$ cat src/rtl/scl_pkg.sv
package scl_pkg;
  localparam int SEG_W   = 56;
  localparam int DIM_W   = 10;
  localparam int MODE_W  = 3;
  localparam int GRIDS   = 3;
  localparam int FRAME_W = SEG_W + MODE_W;

  // mode code packed as {m2, m1, m0}
  typedef enum logic [MODE_W-1:0] {
    MODE_ALL = 3'b000,
    MODE_G0  = 3'b001,
    MODE_G1  = 3'b010,
    MODE_G2  = 3'b011,
    MODE_DIM = 3'b100
  } mode_e;
endpackage

$ cat src/rtl/scl_sync.sv
module scl_sync #(
  parameter int N      = 3,
  parameter int STAGES = 2
) (
  input  logic         clk_i,
  input  logic         rst_ni,
  input  logic [N-1:0] async_i,
  output logic [N-1:0] sync_o
);
  logic [STAGES-1:0] chain_q [N];

  for (genvar i = 0; i < N; i++) begin : g_line
    always_ff @(posedge clk_i or negedge rst_ni) begin
      if (!rst_ni) chain_q[i] <= '0;
      else         chain_q[i] <= {chain_q[i][STAGES-2:0], async_i[i]};
    end
    assign sync_o[i] = chain_q[i][STAGES-1];
  end
endmodule

$ cat src/rtl/scl_shifter.sv
module scl_shifter #(
  parameter int W = 59
) (
  input  logic         clk_i,
  input  logic         rst_ni,
  input  logic         shift_i,
  input  logic         bit_i,
  output logic [W-1:0] frame_o
);
  always_ff @(posedge clk_i or negedge rst_ni) begin
    if (!rst_ni)      frame_o <= '0;
    else if (shift_i) frame_o <= {frame_o[W-2:0], bit_i};
  end
endmodule

$ cat src/rtl/scl_loader.sv
module scl_loader
  import scl_pkg::*;
#(
  parameter int SW = SEG_W,
  parameter int DW = DIM_W,
  parameter int MW = MODE_W,
  parameter int NG = GRIDS
) (
  input  logic                  clk_i,
  input  logic                  rst_ni,
  input  logic                  load_i,
  input  logic [SW+MW-1:0]      frame_i,
  output logic [NG-1:0][SW-1:0] grid_o,
  output logic [DW-1:0]         dim_o
);
  localparam int FW = SW + MW;

  logic          load_q;
  logic [MW-1:0] code;
  logic [SW-1:0] seg_data;
  logic [DW-1:0] dim_data;

  // newest bit sits at frame_i[0]: it is m2
  always_comb begin
    for (int m = 0; m < MW; m++) code[m] = frame_i[MW-1-m];
    for (int k = 0; k < SW; k++) seg_data[k] = frame_i[FW-1-k];
    for (int k = 0; k < DW; k++) dim_data[k] = frame_i[DW+MW-1-k];
  end

  // one cycle of slack lets a coincident final shift land first
  always_ff @(posedge clk_i or negedge rst_ni) begin
    if (!rst_ni) load_q <= 1'b0;
    else         load_q <= load_i;
  end

  for (genvar g = 0; g < NG; g++) begin : g_grid
    logic wr_en;
    assign wr_en = load_q && (code == MODE_ALL || code == MW'(g + 1));
    always_ff @(posedge clk_i or negedge rst_ni) begin
      if (!rst_ni)    grid_o[g] <= '0;
      else if (wr_en) grid_o[g] <= seg_data;
    end
  end

  always_ff @(posedge clk_i or negedge rst_ni) begin
    if (!rst_ni)                          dim_o <= '0;
    else if (load_q && code == MODE_DIM)  dim_o <= dim_data;
  end

  assert_no_undef_write_R7: assert property (@(posedge clk_i) disable iff (!rst_ni)
    (load_q && code > MODE_DIM) |=> ($stable(grid_o) && $stable(dim_o)));

  assert_broadcast_R4: assert property (@(posedge clk_i) disable iff (!rst_ni)
    (load_q && code == MODE_ALL) |=> (grid_o[0] == grid_o[1] && grid_o[1] == grid_o[2]));

  assert_single_grid_R5: assert property (@(posedge clk_i) disable iff (!rst_ni)
    (load_q && code == MODE_G0) |=> ($stable(grid_o[1]) && $stable(grid_o[2]) && $stable(dim_o)));

  assert_dim_keeps_grids_R6: assert property (@(posedge clk_i) disable iff (!rst_ni)
    (load_q && code == MODE_DIM) |=> $stable(grid_o));

  assert_load_only_on_strobe_R3: assert property (@(posedge clk_i) disable iff (!rst_ni)
    !load_q |=> ($stable(grid_o) && $stable(dim_o)));
endmodule

$ cat src/rtl/serial_cmd_loader.sv
module serial_cmd_loader
  import scl_pkg::*;
(
  input  logic             clk_i,
  input  logic             rst_ni,
  input  logic             sel_i,
  input  logic             sclk_i,
  input  logic             sdat_i,
  output logic [SEG_W-1:0] grid0_seg_o,
  output logic [SEG_W-1:0] grid1_seg_o,
  output logic [SEG_W-1:0] grid2_seg_o,
  output logic [DIM_W-1:0] bright_o
);
  logic [2:0]               line_s;
  logic                     sel_s, sclk_s, dat_s;
  logic                     sel_p, sclk_p;
  logic                     shift_en, load_stb;
  logic [FRAME_W-1:0]       frame;
  logic [GRIDS-1:0][SEG_W-1:0] grids;

  scl_sync #(.N(3), .STAGES(2)) u_sync (
    .clk_i   (clk_i),
    .rst_ni  (rst_ni),
    .async_i ({sdat_i, sclk_i, sel_i}),
    .sync_o  (line_s)
  );

  assign {dat_s, sclk_s, sel_s} = line_s;

  always_ff @(posedge clk_i or negedge rst_ni) begin
    if (!rst_ni) begin
      sel_p  <= 1'b0;
      sclk_p <= 1'b1;
    end else begin
      sel_p  <= sel_s;
      sclk_p <= sclk_s;
    end
  end

  // select judged one cycle late so a rise coincident with its fall counts
  assign shift_en = sclk_s && !sclk_p && sel_p;
  assign load_stb = sel_p && !sel_s;

  scl_shifter #(.W(FRAME_W)) u_shift (
    .clk_i   (clk_i),
    .rst_ni  (rst_ni),
    .shift_i (shift_en),
    .bit_i   (dat_s),
    .frame_o (frame)
  );

  scl_loader #(.SW(SEG_W), .DW(DIM_W), .MW(MODE_W), .NG(GRIDS)) u_load (
    .clk_i   (clk_i),
    .rst_ni  (rst_ni),
    .load_i  (load_stb),
    .frame_i (frame),
    .grid_o  (grids),
    .dim_o   (bright_o)
  );

  assign grid0_seg_o = grids[0];
  assign grid1_seg_o = grids[1];
  assign grid2_seg_o = grids[2];

  assert_no_shift_idle_R1: assert property (@(posedge clk_i) disable iff (!rst_ni)
    !sel_p |=> $stable(frame));

  assert_frame_moves_on_shift_R2: assert property (@(posedge clk_i) disable iff (!rst_ni)
    shift_en |=> (frame[0] == $past(dat_s)));
endmodule

$ cat config.mk
export PLATFORM = sky130hd
export DESIGN_NAME = serial_cmd_loader
export DESIGN_NICKNAME = d
export VERILOG_FILES = /design/src/rtl/scl_pkg.sv /design/src/rtl/scl_sync.sv /design/src/rtl/scl_shifter.sv /design/src/rtl/scl_loader.sv /design/src/rtl/serial_cmd_loader.sv
export SDC_FILE = /design/constraint.sdc
export NUM_CORES = 1
export LEC_CHECK = 0
export BUFFER_PORTS_ARGS = -buffer_cell sky130_fd_sc_hd__buf_2
export CAP_MARGIN = 20
export CORE_UTILIZATION = 55
export CTS_CLUSTER_DIAMETER = 80
export DETAILED_ROUTE_END_ITERATION = 12
export HOLD_SLACK_MARGIN = 0.05
export PLACE_DENSITY = 0.85
export SLEW_MARGIN = 20
export SYNTH_ARGS = -nofsm -noshare
export SYNTH_HDL_FRONTEND = slang
export SYNTH_SLANG_ARGS = --single-unit
$ cat constraint.sdc
create_clock -name clk_i -period 3.2 [get_ports clk_i]
set_input_delay 0.64 -clock clk_i [delete_from_list [all_inputs] [get_ports clk_i]]
set_output_delay 0.64 -clock clk_i [all_outputs]
set_load 0.02 [all_outputs]
==> impl_metrics.env, run 1 <==
export IMPL_rsz0062_at_grt="false"
export IMPL_peakVddDrop_v=0.000558
export IMPL_io_pins=183
export IMPL_p_leak_nw=6.31
export IMPL_ctsHtreeMaxLevel=1
export IMPL_crit_type="reg -> reg"
export IMPL_cp_start_kind="register"
export IMPL_fin_util_pct=67.5
export IMPL_synth_top_cell_area_share_pct=65.9
export IMPL_hp_class="in -> async"
export IMPL_core_um2=16500
export IMPL_finalCritPeriodShare_pct=65.1
export IMPL_post_cts_resized=0
export IMPL_routed_wirelength_mm=17.9
export IMPL_gr_total_overflow=0
export IMPL_syn_inst=516
export IMPL_detail_route_wl_per_cell_um=19.0
export IMPL_critical_path_arrival_ns=2.48
export IMPL_dr_pass1_iters=4
export IMPL_via_per_inst=5.31
export IMPL_tns_ns=0
export IMPL_fin_cells=942
export IMPL_fin_ws_ns=1.12
export IMPL_first_iter_violations=159
export IMPL_final_common_cell="dfrtp_1"
export IMPL_initial_core_util_pct=56.3
export IMPL_setup_violations=0
export IMPL_power_density_nw_per_um2=620
export IMPL_synth_warnings=0
export IMPL_path_max_fanout=39
export IMPL_cts_sinks=246
export IMPL_area_growth_pct=19.9
export IMPL_crit_path_end_kind="register"
export IMPL_syn_mean_instance_area_um2=18.0
export IMPL_netlist_area_um2=9310
export IMPL_p_total_mw=6.92
export IMPL_cpLargestDelayFamily="simple AND/OR/NAND/NOR gates"
export IMPL_dp_cells=902
export IMPL_finClkSkew_ns=0.00909
export IMPL_post_place_ws_ns=1.10
export IMPL_synthTopCellsByArea="dfrtp_1 66%, mux2_2 24%, mux2_4 6.5%, buf_12 1.1%, buf_6 0.97%"
export IMPL_r2r_end="u_load.grid_o[112]$_DFFE_PN0P_"
export IMPL_yosysTopAreaCell="dfrtp_1"
export IMPL_maxSlewViolCount=0
export IMPL_place_congestion=0.751
export IMPL_layout_common_cells="245 x dfrtp_1, 197 x mux2_2, 181 x buf_2"
export IMPL_synth_seq_cells=246
export IMPL_grt_max_degree=90
export IMPL_max_slew_margin_rel_pct=48.7
export IMPL_max_clock_freq_mhz=480
export IMPL_worstPathRequired_ns=3.59
export IMPL_vias=5000
export IMPL_cts_setup_buffers=0
export IMPL_rrSetupSlack_ns=1.12
export IMPL_worstMarginPinSlew_ns=0.769
export IMPL_dieHeight_um=132
export IMPL_cpPeakStageDelay_ns=0.70
export IMPL_crit_buf_inv=1
export IMPL_dpl_hpwl_mm=11.7
export IMPL_cts_hold_buf=0
export IMPL_slowest_stage="nand2b_4"
export IMPL_antenna_found_initial=0
export IMPL_reg2regPathDepth=4
export IMPL_drc=0
export IMPL_clockBufferDepth=3
export IMPL_fin_nets=714
export IMPL_drive_above_1_share_pct=65.2
export IMPL_root_buffer="clkbuf_16"
export IMPL_port_buffers=182
export IMPL_hold_violations=0
export IMPL_clock_latency_ns=0.51
export IMPL_layout_min_cycle_time_ns=2.08
export IMPL_synth_distinct_cells=15
export IMPL_tritoncts="done"
export IMPL_die_area_um2=17400
export IMPL_antenna_cells=0
export IMPL_synth_fp_nets=521
export IMPL_worstPathCellList="nand2b_1 > nand2b_4 > buf_12 > mux2_2"
export IMPL_placementRows=47
export IMPL_cap_violations=0
export IMPL_path_clk_slew_ns=0.06
export IMPL_r2r_start="u_shift.frame_o[0]$_DFFE_PN0P_"
export IMPL_drtAntennaViolNets=0
export IMPL_die_w_um=132
export IMPL_status="finished, final reports clean"
export IMPL_grt_pass1_vias=5379
export IMPL_cts_buffers=25
export IMPL_ys_seq_area_share_pct=66.2
export IMPL_grtUsageTotal_pct=21.4
export IMPL_grt_pass1_wl_mm=29.7
per-layer routing:
layer / part of all wire (%) / GRT usage (%) / vias to the layer above
met3: 5.1 / 4.11 / 36
met4: 1.9 / 6.01 / 0
met5: 0 / 0 / -
met2: 51 / 36.3 / 133
li1: - / - / 2206
met1: 42 / 28.2 / 2625
registers in the layout, summed over array words and instances, names as in the netlist:
name / cells
u_load.grid_o: 168
sel_p: 1
u_sync.sync_o: 3
u_sync.chain_q: 3
sclk_p: 1
u_load.load_q: 1
u_shift.frame_o: 59
u_load.dim_o: 10
cell type report:
cell class | count | area [um2]
Clock buffer | 34 | 719
Clock inverter | 6 | 67.6
Fill cell | 1127 | 5360
Multi-Input combinational cell | 245 | 2900
Sequential cell | 246 | 6160
Tap cell | 220 | 275
Timing Repair Buffer | 191 | 1040
worst max-delay path by stage:
stage / start / to / depth (start not counted)
after floorplan: sclk_p$_DFF_PN1_ / u_shift.frame_o[48]$_DFFE_PN0P_ / 4
after global placement: u_shift.frame_o[0]$_DFFE_PN0P_ / u_load.grid_o[112]$_DFFE_PN0P_ / 4
after detailed placement: u_shift.frame_o[0]$_DFFE_PN0P_ / u_load.grid_o[112]$_DFFE_PN0P_ / 4
after CTS: u_shift.frame_o[0]$_DFFE_PN0P_ / u_load.grid_o[112]$_DFFE_PN0P_ / 4
after global routing: u_shift.frame_o[0]$_DFFE_PN0P_ / u_load.grid_o[112]$_DFFE_PN0P_ / 4
final: u_shift.frame_o[0]$_DFFE_PN0P_ / u_load.grid_o[112]$_DFFE_PN0P_ / 4
through the flow:
step | instance area [um2] | hold slack [ns]
after floorplan | 9310 | 0.331
after global placement | 10400 | 0.335
after detailed placement | 10400 | 0.335
after CTS | 11200 | 0.155
after global routing | 11200 | 0.187
final | 11200 | 0.140
where the power goes:
group	switching [mW]	leakage [nW]	internal, mW
clock	1.13	0.382	1.64
combinational	0.419	2.53	0.323
sequential	0.138	3.39	3.27
kinds of logic after synthesis:
kind of cell  count (synthesis)  synth area share [%]
mux                         237                  30.3
simple gates                  7                 0.578
xor+xnor                      1                 0.175
buf+inv                      25                  2.80
flops                       246                  66.2
synth_stat cells, drive strengths merged:
cell    count
dfstp       1
mux2      237
and4bb      1
nand2b      2
nor2        2
dfrtp     245
xnor2       1
buf        25
nor2b       1
nand3b      1
Power figures use the tool's default switching activity.
==> run 2: changes to the inputs <==
- ABC_AREA: not set -> 1
- CORE_UTILIZATION: 55 -> 49
- PLACE_DENSITY: 0.85 -> 0.8
- clock period: 3.2 -> 1.9 ns (I/O delays scaled with it)
==> run 2 against run 1 <==
Net effect: cell count rose by 42%; non-clock buffer count rose by 19; largest cell class unchanged; total power rose by 66%; maximum frequency rose by 29%; synthesized cell count rose by 76%; first-iteration DRC count rose by 140%; critical path depth rose by 1.
==> impl_metrics.env, run 2 <==
export IMPL_status="finished, final reports clean"
export IMPL_worstPathRequired_ns=2.25
export IMPL_synth_warnings=0
export IMPL_dr_pass1_iters=4
export IMPL_power_density_nw_per_um2=1030
export IMPL_worstPathCellList="inv_1 > nor2_4 > nand2_4 > buf_4 > o21ai_0"
export IMPL_synthTopCellsByCount="301 x nand2_1, 245 x dfrtp_1, 92 x o21ai_1"
export IMPL_netlist_area_um2=9060
export IMPL_setup_violations=0
export IMPL_synthArstFlopShare_pct=100
export IMPL_max_clock_freq_mhz=620
export IMPL_max_slew_margin_rel_pct=47.4
export IMPL_peakVddDrop_v=0.000684
export IMPL_port_buffers=182
export IMPL_root_buffer="clkbuf_16"
export IMPL_top_register="u_load.grid_o"
export IMPL_p_leak_nw=5.88
export IMPL_reg2regPathDepth=5
export IMPL_cts_buffers=25
export IMPL_finClkSkew_ns=0.0101
export IMPL_synth_distinct_cells=17
export IMPL_cpPeakStageDelay_ns=0.62
export IMPL_hold_violations=0
export IMPL_busiest_layer="met2"
export IMPL_die_area_um2=19000
export IMPL_tns_ns=0
export IMPL_io_pins=183
export IMPL_yosysMostFrequentCell="nand2_1"
export IMPL_antenna_found_initial=0
export IMPL_drive_above_1_share_pct=23.3
export IMPL_post_cts_resized=0
export IMPL_grtUsageTotal_pct=22.2
export IMPL_worstMarginPinSlew_ns=0.789
export IMPL_first_iter_violations=381
export IMPL_stdcell_area_um2=11100
export IMPL_synth_top_flop_cell="dfrtp_1"
export IMPL_fin_nets=1094
export IMPL_final_common_cell="nand2_1"
export IMPL_initial_core_util_pct=50.2
export IMPL_cts_hold_buf=4
export IMPL_layout_min_cycle_time_ns=1.61
export IMPL_area_growth_pct=22.9
export IMPL_place_congestion=0.780
export IMPL_slowest_stage="buf_4"
export IMPL_tritoncts="done"
export IMPL_maxSlewViolCount=0
export IMPL_die_w_um=138
export IMPL_layout_common_cells="299 x nand2_1, 245 x dfrtp_1, 181 x buf_2"
export IMPL_use_met1_pct=30.0
export IMPL_synth_edf_count=0
export IMPL_finalCritPeriodShare_pct=84.8
export IMPL_syn_mean_instance_area_um2=9.98
export IMPL_critical_path_arrival_ns=1.96
export IMPL_antenna_cells=0
export IMPL_hp_class="reg -> reg"
export IMPL_synth_top_cell_area_share_pct=67.7
export IMPL_gr_total_overflow=0
export IMPL_drtAntennaViolNets=0
export IMPL_synth_fp_nets=913
export IMPL_drc=0
export IMPL_synthTopCellsByArea="dfrtp_1 68%, nand2_1 12%, o21ai_1 5.1%, o21ai_0 4.8%, nand3_1 3.2%"
export IMPL_fin_util_pct=61.7
export IMPL_path_max_fanout=82
export IMPL_cp_start_kind="register"
export IMPL_ctsHtreeMaxLevel=1
export IMPL_dieHeight_um=138
export IMPL_via_per_inst=5.05
export IMPL_largest_reg_flops=168
export IMPL_largestRegisters="u_load.grid_o x168, u_shift.frame_o x59, u_load.dim_o x10"
export IMPL_cts_sinks=246
export IMPL_grtUsageMet3_pct=5.26
export IMPL_path_clk_slew_ns=0.06
export IMPL_crit_path_end_kind="register"
export IMPL_min_path_cells=0
export IMPL_grt_max_degree=83
export IMPL_grt_pass1_vias=6564
export IMPL_clock_latency_ns=0.51
export IMPL_cap_violations=0
export IMPL_place_area_um2=10300
export IMPL_dpl_hpwl_mm=13.6
export IMPL_synth_seq_cells=246
export IMPL_crit_type="reg -> reg"
export IMPL_placementRows=49
export IMPL_rsz0062_at_grt="false"
export IMPL_cts_setup_buffers=0
export IMPL_vias=6745
export IMPL_met2_usage_pct=36.6
export IMPL_detail_route_wl_per_cell_um=15.1
export IMPL_grt_pass1_wl_mm=33.3
export IMPL_core_um2=18000
export IMPL_clockBufferDepth=3
export IMPL_routed_wirelength_mm=20.2
export IMPL_syn_inst=908
export IMPL_ys_seq_area_share_pct=68.0
export IMPL_yosysTopAreaCell="dfrtp_1"
## run 2: logic make-up after synthesis
| kind of cell | Yosys count | share of synthesized area [%] |
|---|---|---|
| DFF | 246 | 68.0 |
| AOI/OAI and AO/OA | 179 | 9.89 |
| and+or+nand+nor | 366 | 16.2 |
| buffers and inverters | 117 | 5.97 |
## run 2: per-layer routing
| metal | share of wire [%] | vias to the layer above |
|---|---|---|
| li1 | - | 3254 |
| met1 | 44 | 3235 |
| met2 | 47 | 233 |
| met3 | 8.2 | 23 |
| met4 | 1.3 | 0 |
| met5 | 0 | - |
## run 2: final cells by class
class | instances | area (um2)
Timing Repair Buffer | 210 | 1240
Clock inverter | 10 | 103
Sequential cell | 246 | 6160
Clock buffer | 35 | 733
Tap cell | 229 | 287
Inverter | 61 | 229
Multi-Input combinational cell | 545 | 2380
Fill cell | 1511 | 6900
## run 2: power by group
group / leakage (nW) / switching (mW) / internal (mW)
sequential: 3.41 / 0.107 / 5.40
combinational: 2.06 / 0.802 / 0.265
clock: 0.418 / 1.94 / 2.95
total: 5.88 / 2.85 / 8.62
## run 2: path summary, 6_finish.rpt
path                                                   from                        endpoint  slack, ns
worst max-delay path                u_load.load_q$_DFF_PN0_    u_load.grid_o[6]$_DFFE_PN0P_       0.29
worst min-delay path            u_sync.chain_q[0]$_DFF_PN0_      u_sync.sync_o[2]$_DFF_PN0_       0.35
worst max register to register      u_load.load_q$_DFF_PN0_    u_load.grid_o[6]$_DFFE_PN0P_       0.29
worst min register to register  u_sync.chain_q[0]$_DFF_PN0_      u_sync.sync_o[2]$_DFF_PN0_       0.35
max in group asynchronous                            rst_ni                sclk_p$_DFF_PN1_       0.84
min in group asynchronous                            rst_ni  u_load.grid_o[101]$_DFFE_PN0P_       0.45
## run 2: worst max-delay path: cells and delay by family, from the launching register on
kind	cells	cell delay, ns
simple gates	2	0.13
buf+inv	2	0.72
compound gates	1	0.21
flops	1	0.37
## run 2: per-stage QoR
step	setup WS [ns]	instances	total power, mW	hold slack [ns]
after floorplan	0.701	908	6.23	0.0844
after global placement	0.423	1287	6.65	0.333
after detailed placement	0.302	1287	6.68	0.336
after CTS	0.277	1336	11.6	0.350
after global routing	0.169	1336	11.9	0.354
final	0.288	1336	11.5	0.346
